**src/rtl/scsi_arb_pkg.sv**
```systemverilog
// Shared types for the arbitration controller.
package scsi_arb_pkg;
    typedef enum logic [2:0] {
        ARB_IDLE,
        ARB_WAIT_FREE,
        ARB_CONTEND,
        ARB_WON,
        ARB_HOLD
    } arb_state_e;
endpackage

```
**src/rtl/scsi_arb_tick_cnt.sv**
```systemverilog
// Saturating tick counter. It counts tick strobes up to LIMIT and flags when
// LIMIT is reached. A clear input forces it back to zero.
// Assumes LIMIT >= 1 and that tick is a strobe.
module scsi_arb_tick_cnt #(
    parameter int LIMIT = 4
) (
    input  logic clk,
    input  logic rst_n,
    input  logic clear,
    input  logic tick,
    output logic reached
);
    localparam int CNT_W = $clog2(LIMIT + 1);
    localparam logic [CNT_W-1:0] LIM = CNT_W'(LIMIT);

    logic [CNT_W-1:0] cnt;

    // Count ticks until the limit is reached; clear has priority.
    always_ff @(posedge clk) begin
        if (!rst_n)
            cnt <= '0;
        else if (clear)
            cnt <= '0;
        else if (tick && cnt != LIM)
            cnt <= cnt + 1'b1;
    end

    assign reached = (cnt == LIM);

    assert_count_bounded_R2: assert property (@(posedge clk) disable iff (!rst_n)
        cnt <= LIM);
    assert_clear_zero_R2: assert property (@(posedge clk) disable iff (!rst_n)
        clear |=> !reached);
endmodule

```
**src/rtl/scsi_arb_prio.sv**
```systemverilog
// Priority resolution. It turns the own ID into a one-hot lane and reports
// whether any lane numbered above the own ID is set on the sampled data lines.
// The highest lane has the highest priority.
module scsi_arb_prio #(
    parameter int ID_W = 3,
    localparam int LANES = 1 << ID_W
) (
    input  logic [ID_W-1:0]  own_id,
    input  logic [LANES-1:0] lanes,
    output logic [LANES-1:0] own_onehot,
    output logic             higher_seen
);
    logic [LANES-1:0] above;

    for (genvar i = 0; i < LANES; i++) begin : g_lane
        // Own lane select and the mask of lanes above it.
        assign own_onehot[i] = (own_id == ID_W'(i));
        assign above[i]      = (own_id < ID_W'(i));
    end

    assign higher_seen = |(lanes & above);
endmodule

```
**src/rtl/scsi_arb_fsm.sv**
```systemverilog
// Arbitration sequencer. It moves through wait-for-bus-free, contention and
// win states, and keeps the sticky won and lost flags.
// Assumes that sel_in, while contending, is driven only by other devices.
module scsi_arb_fsm
    import scsi_arb_pkg::*;
(
    input  logic       clk,
    input  logic       rst_n,
    input  logic       start_req,
    input  logic       mode_full,
    input  logic       bsy_in,
    input  logic       sel_in,
    input  logic       rst_in,
    input  logic       free_reached,
    input  logic       delay_reached,
    input  logic       higher_seen,
    output arb_state_e state,
    output logic       won,
    output logic       lost
);
    arb_state_e nxt;
    logic       can_start;
    logic       bus_idle;

    assign can_start = (state == ARB_IDLE) || (state == ARB_WON) || (state == ARB_HOLD);
    assign bus_idle  = !bsy_in && !sel_in;

    // Next-state selection; a bus reset overrides every other transition.
    always_comb begin
        nxt = state;
        case (state)
            ARB_IDLE, ARB_WON, ARB_HOLD:
                if (start_req) nxt = ARB_WAIT_FREE;
            ARB_WAIT_FREE:
                if (free_reached && bus_idle) nxt = ARB_CONTEND;
            ARB_CONTEND:
                if (sel_in)
                    nxt = ARB_IDLE;
                else if (delay_reached)
                    nxt = higher_seen ? ARB_IDLE : (mode_full ? ARB_WON : ARB_HOLD);
            default:
                nxt = ARB_IDLE;
        endcase
        if (rst_in) nxt = ARB_IDLE;
    end

    // State register.
    always_ff @(posedge clk) begin
        if (!rst_n) state <= ARB_IDLE;
        else        state <= nxt;
    end

    // Sticky outcome flags, cleared when a new attempt is accepted.
    always_ff @(posedge clk) begin
        if (!rst_n) begin
            won  <= 1'b0;
            lost <= 1'b0;
        end else if (!rst_in) begin
            if (can_start && start_req) begin
                won  <= 1'b0;
                lost <= 1'b0;
            end else if (state == ARB_CONTEND) begin
                if (sel_in || (delay_reached && higher_seen))
                    lost <= 1'b1;
                else if (delay_reached && mode_full)
                    won <= 1'b1;
            end
        end
    end

    assert_free_before_contend_R2: assert property (@(posedge clk) disable iff (!rst_n)
        (state == ARB_CONTEND && $past(state) != ARB_CONTEND)
            |-> $past(free_reached && !bsy_in && !sel_in));
    assert_sel_loses_R4: assert property (@(posedge clk) disable iff (!rst_n)
        (state == ARB_CONTEND && sel_in && !rst_in) |=> (lost && state == ARB_IDLE));
    assert_won_needs_full_R5: assert property (@(posedge clk) disable iff (!rst_n)
        $rose(won) |-> $past(mode_full));
    assert_hold_no_flag_R6: assert property (@(posedge clk) disable iff (!rst_n)
        (state == ARB_HOLD) |-> (!won && !lost));
    assert_flags_exclusive_R7: assert property (@(posedge clk) disable iff (!rst_n)
        !(won && lost));
    assert_reset_aborts_R9: assert property (@(posedge clk) disable iff (!rst_n)
        rst_in |=> (state == ARB_IDLE));
endmodule

```
**src/rtl/scsi_arb_ctrl.sv**
```systemverilog
// Top of the initiator-side arbitration controller. It wires the bus-free
// counter, the arbitration delay counter, priority resolution and the
// sequencer, and drives the bus and status outputs.
// Assumes that the bus inputs are already synchronised to clk.
module scsi_arb_ctrl
    import scsi_arb_pkg::*;
#(
    parameter int ID_W       = 3,
    parameter int FREE_TICKS = 4,
    parameter int ARB_TICKS  = 24,
    localparam int LANES     = 1 << ID_W
) (
    input  logic             clk,
    input  logic             rst_n,
    input  logic             start_req,
    input  logic             mode_full,
    input  logic [ID_W-1:0]  own_id,
    input  logic             bsy_in,
    input  logic             sel_in,
    input  logic             rst_in,
    input  logic [LANES-1:0] data_in,
    input  logic             tick,
    input  logic             sw_rst,
    output logic             bsy_out,
    output logic             sel_out,
    output logic [LANES-1:0] data_out,
    output logic             arb_busy,
    output logic             arb_lost,
    output logic             arb_won,
    output logic             sel_go,
    output logic             rst_stat
);
    arb_state_e       state;
    logic             free_reached;
    logic             delay_reached;
    logic             higher_seen;
    logic [LANES-1:0] own_onehot;
    logic             on_bus;

    scsi_arb_tick_cnt #(.LIMIT(FREE_TICKS)) u_free_cnt (
        .clk     (clk),
        .rst_n   (rst_n),
        .clear   ((state != ARB_WAIT_FREE) || bsy_in || sel_in),
        .tick    (tick),
        .reached (free_reached)
    );

    scsi_arb_tick_cnt #(.LIMIT(ARB_TICKS)) u_delay_cnt (
        .clk     (clk),
        .rst_n   (rst_n),
        .clear   (state != ARB_CONTEND),
        .tick    (tick),
        .reached (delay_reached)
    );

    scsi_arb_prio #(.ID_W(ID_W)) u_prio (
        .own_id      (own_id),
        .lanes       (data_in),
        .own_onehot  (own_onehot),
        .higher_seen (higher_seen)
    );

    scsi_arb_fsm u_fsm (
        .clk           (clk),
        .rst_n         (rst_n),
        .start_req     (start_req),
        .mode_full     (mode_full),
        .bsy_in        (bsy_in),
        .sel_in        (sel_in),
        .rst_in        (rst_in),
        .free_reached  (free_reached),
        .delay_reached (delay_reached),
        .higher_seen   (higher_seen),
        .state         (state),
        .won           (arb_won),
        .lost          (arb_lost)
    );

    // Bus drive follows the sequencer state.
    always_comb begin
        on_bus   = (state == ARB_CONTEND) || (state == ARB_WON) || (state == ARB_HOLD);
        bsy_out  = on_bus;
        data_out = on_bus ? own_onehot : '0;
        sel_out  = (state == ARB_WON);
        arb_busy = (state == ARB_CONTEND);
        sel_go   = (state == ARB_WON) || (state == ARB_HOLD);
    end

    assign rst_stat = rst_in | sw_rst;

    assert_contend_drive_R3: assert property (@(posedge clk) disable iff (!rst_n)
        arb_busy |-> (bsy_out && !sel_out && $onehot0(data_out) && data_out != '0));
    assert_release_on_loss_R4: assert property (@(posedge clk) disable iff (!rst_n)
        $rose(arb_lost) |-> (!bsy_out && data_out == '0 && !arb_busy));
    assert_won_drives_sel_R5: assert property (@(posedge clk) disable iff (!rst_n)
        $rose(arb_won) |-> (sel_out && bsy_out && sel_go));
endmodule

```
**config.mk**
```make
export PLATFORM = sky130hd
export DESIGN_NAME = scsi_arb_ctrl
export DESIGN_NICKNAME = d
export VERILOG_FILES = /design/src/rtl/scsi_arb_pkg.sv /design/src/rtl/scsi_arb_tick_cnt.sv /design/src/rtl/scsi_arb_prio.sv /design/src/rtl/scsi_arb_fsm.sv /design/src/rtl/scsi_arb_ctrl.sv
export SDC_FILE = /design/constraint.sdc
export NUM_CORES = 1
export LEC_CHECK = 0
export BUFFER_PORTS_ARGS = -buffer_cell sky130_fd_sc_hd__clkbuf_2
export CAP_MARGIN = 5
export CORE_MARGIN = 8
export CORE_UTILIZATION = 30
export CTS_CLUSTER_SIZE = 30
export DETAILED_ROUTE_END_ITERATION = 10
export PLACE_DENSITY = 0.58
export SETUP_SLACK_MARGIN = 0.02
export SLEW_MARGIN = 20
export SYNTH_ARGS = -nofsm -noshare
export SYNTH_HDL_FRONTEND = slang
export SYNTH_SLANG_ARGS = --single-unit
```
**constraint.sdc**
```tcl
create_clock -name clk -period 2.2 [get_ports clk]
set_input_delay 0.11 -clock clk [delete_from_list [all_inputs] [get_ports clk]]
set_output_delay 0.11 -clock clk [all_outputs]
set_load 0.05 [all_outputs]
```
==> results.tsv <==
stage	metric	value	unit
status	status	complete, no violations	
final_layout	nFillCells	300	
final_layout	seq_area	260	sq um
timing	timing.max_slew.rel_slack	72.8	%
drt	drt_wl_total	2340	um
clocking	hold_buffers	0	
place	port-buffer-count	33	
timing	fin_ws	221	ps
clocking	cts_made_buffers	3	
job	drv.max_cap_violation_count	0	
setup_path	rrSetupSlack	560	ps
die	floorplan.initialDensity	32.0	%
yosys	synthesis.area_per_instance	7.81	sq um
pwr	power_density	402	mW/mm^2
drt	detail_route.wl_per_cell	13.0	um
grt	grt_pass1_wl	4210	um
final_layout	mostFrequentLayoutCells	33 x clkbuf_2, 17 x nor2_1, 13 x dfxtp_1	
setup_path	critical_path_arrival	1870	ps
clocking	number_of_buffers_inserted_to_repair_setup_after_cts	0	
yosys	synthesis.instances	114	
yosys	count_of_yosys_warnings_during_synthesis	0	
yosys	mappedNetlistNets	138	
hold_path	hold_start	mode_full	
timing	tightest_slew	406	ps
pwr	cellLeakagePower	0.465	nW
yosys	synthFlopType	dfxtp_1	
drt	drc_violation_total_after_the_first_tritonroute_iteration	23	
drt	remaining_drc_errors	0	
timing	fmax	0.505	GHz
clocking	htree_levels	1	
timing	final_max_slew_viol_count	0	
grt	grt_pass1_vias	920	
yosys	ys_ff_latch	13	
place	pre_cts_slack	508	ps
timing	period_share	89.9	%
drt	vias_per_cell	5.21	
clocking	number_of_buffers_on_the_longest_clock_path	2	
die	core-area	0.00278	sq mm
grt	number_of_antenna_violations_at_the_first_check_in_global_routing	0	
clocking	clock_sink_count	13	
place	hpwlAfterDp	1980	um
clocking	clk_pin_slew_worst_paths	80	ps
final_layout	final_core_utilization	40.1	%
timing	fin_tns_setup	0	ps
timing	timing.hold.ws	108	ps
final_layout	most_common_cell_after_layout_fill_and_taps_aside	clkbuf_2	
timing	timing.clock.skew	2.94	ps
final_layout	syn2layout_area_growth	25.3	%
final_layout	multi_input_comb_area	603	sq um
setup_path	required_time_at_the_worst_slack_endpoint	2090	ps
die	placement_rows	19	
hold_path	worst_hold_path_type	in -> reg	
clocking	cts_resized	0	
setup_path	timing.critical_path.fanout_max	8	
place	gp_routability_congestion	0.770	
clocking	clock_tree_from_tritoncts	yes	
die	dieHeight	70.5	um
clocking	clock_latency	270	ps
yosys	netlist-cell-type-count	41	
timing	setup_repair_after_global_routing_missed_its_margin	false	
die	number_of_top_level_pins	35	
drt	antenna_left	0	
yosys	synth_area	891	sq um
setup_path	critical_path.reg2reg.startpoint	u_delay_cnt.cnt[0]$_SDFFE_PP0P_	
yosys	seq_area_frac_synth	29.2	%
die	fp.dieW	70.5	um
setup_path	worst_setup_path_start_kind	flop	
yosys	postSynth.asyncResetShare	0	%
timing	timing.final.setup_violations	0	
grt	grt_start_max_net_pins	11	
yosys	synth-edff-count	0	
final_layout	layout-drive-gt1-share	28.9	%
timing	final_period_minus_worst_setup_slack	1980	ps
final_layout	fin_nets	174	
grt	global_route.usage.total	9.87	%
pwr	power.ir.vdd_worst	0.315	mV
clocking	cts_root_buf	clkbuf_4	
setup_path	crit_type	reg -> out	
die	total_die_area	0.00497	sq mm
grt	grt.overflow.total	0	
final_layout	diodes	0	
timing	final_hold_vio_count	0	
drt	first_pass_drt_iterations	4	
setup_path	critical_path.endpoint_type	primary output	
setup_path	startpoint	u_fsm.state[2]$_SDFFE_PP0P_	
drt	num_vias	937	
## power breakdown
group          internal [W]  switching [W]
Sequential         0.000236     0.00000198
Combinational     0.0000278      0.0000370
Clock             0.0000702      0.0000758
Total              0.000334       0.000115
## critical path: stages (launching register included)
cell	delay, ps
dfxtp_1	440
or3b_2	480
nand2_1	120
nand2_1	130
nor2_1	140
clkbuf_2	290
## state kept, by name (all words and copies together) (netlist names)
register / flops
u_delay_cnt.cnt: 5
u_free_cnt.cnt: 3
u_fsm.lost: 1
u_fsm.state: 3
u_fsm.won: 1
## metal layers
| layer | global-route usage, % | vias up | share of wire, % | routed length, um |
|---|---|---|---|---|
| li1 | - | 486 | - | - |
| met1 | 12.2 | 414 | 47 | 1090 |
| met2 | 14.9 | 33 | 42 | 977 |
| met3 | 4.10 | 4 | 10 | 245 |
| met4 | 3.35 | 0 | 1.2 | 28 |
| met5 | 0 | - | 0 | 0 |
## final timing paths
kind / to / depth (start not counted)
max reg2reg: u_fsm.state[2]$_SDFFE_PP0P_ / 6
min: u_fsm.won$_SDFFE_PN0P_ / 3
min reg2reg: u_fsm.won$_SDFFE_PN0P_ / 2
max: data_out[5] / 5
## cell families after synthesis
logic type / count (synthesis) / synth area share [%]
simple gates: 63 / 40.0
compound gates: 21 / 16.0
flops: 13 / 29.2
buf+inv: 8 / 4.21
xor+xnor: 5 / 4.92
fa+ha+maj: 4 / 5.62
## area by class of cell
class / instances / area share (%)
multi-input combinational: 93 / 54.0
inverter: 6 / 2.02
sequential: 13 / 23.3
timing repair buffer: 33 / 14.8
tap: 31 / 3.48
clock buffer: 4 / 2.35
## synthesized netlist by cell type, types with 2 or more instances
cell / n / area (sq um)
inv_1: 6 / 22.5
nor2_1: 17 / 63.8
o21ai_0: 4 / 20.0
and4b_1: 2 / 20.0
a21oi_1: 4 / 20.0
nand3_1: 5 / 25.0
xnor2_1: 2 / 17.5
ha_1: 4 / 50.1
xor2_1: 3 / 26.3
nand2b_1: 8 / 50.1
nand4_1: 4 / 25.0
nor2b_1: 2 / 12.5
dfxtp_1: 13 / 260
nand3b_1: 2 / 15.0
nand4b_1: 2 / 17.5
nand2_1: 7 / 26.3
nor4_1: 2 / 12.5
nor3_1: 4 / 20.0
## per-stage QoR
| step | cell area [sq um] | total power, W | instances |
|---|---|---|---|
| global route | 1120 | 0.000474 | 180 |
| global placement | 1090 | 0.000307 | 176 |
| CTS | 1120 | 0.000455 | 180 |
| detailed placement | 1090 | 0.000308 | 176 |
| finish | 1120 | 0.000449 | 180 |
| floorplan | 901 | 0.000277 | 114 |
Note: power is estimated with default switching activity, not from simulation.
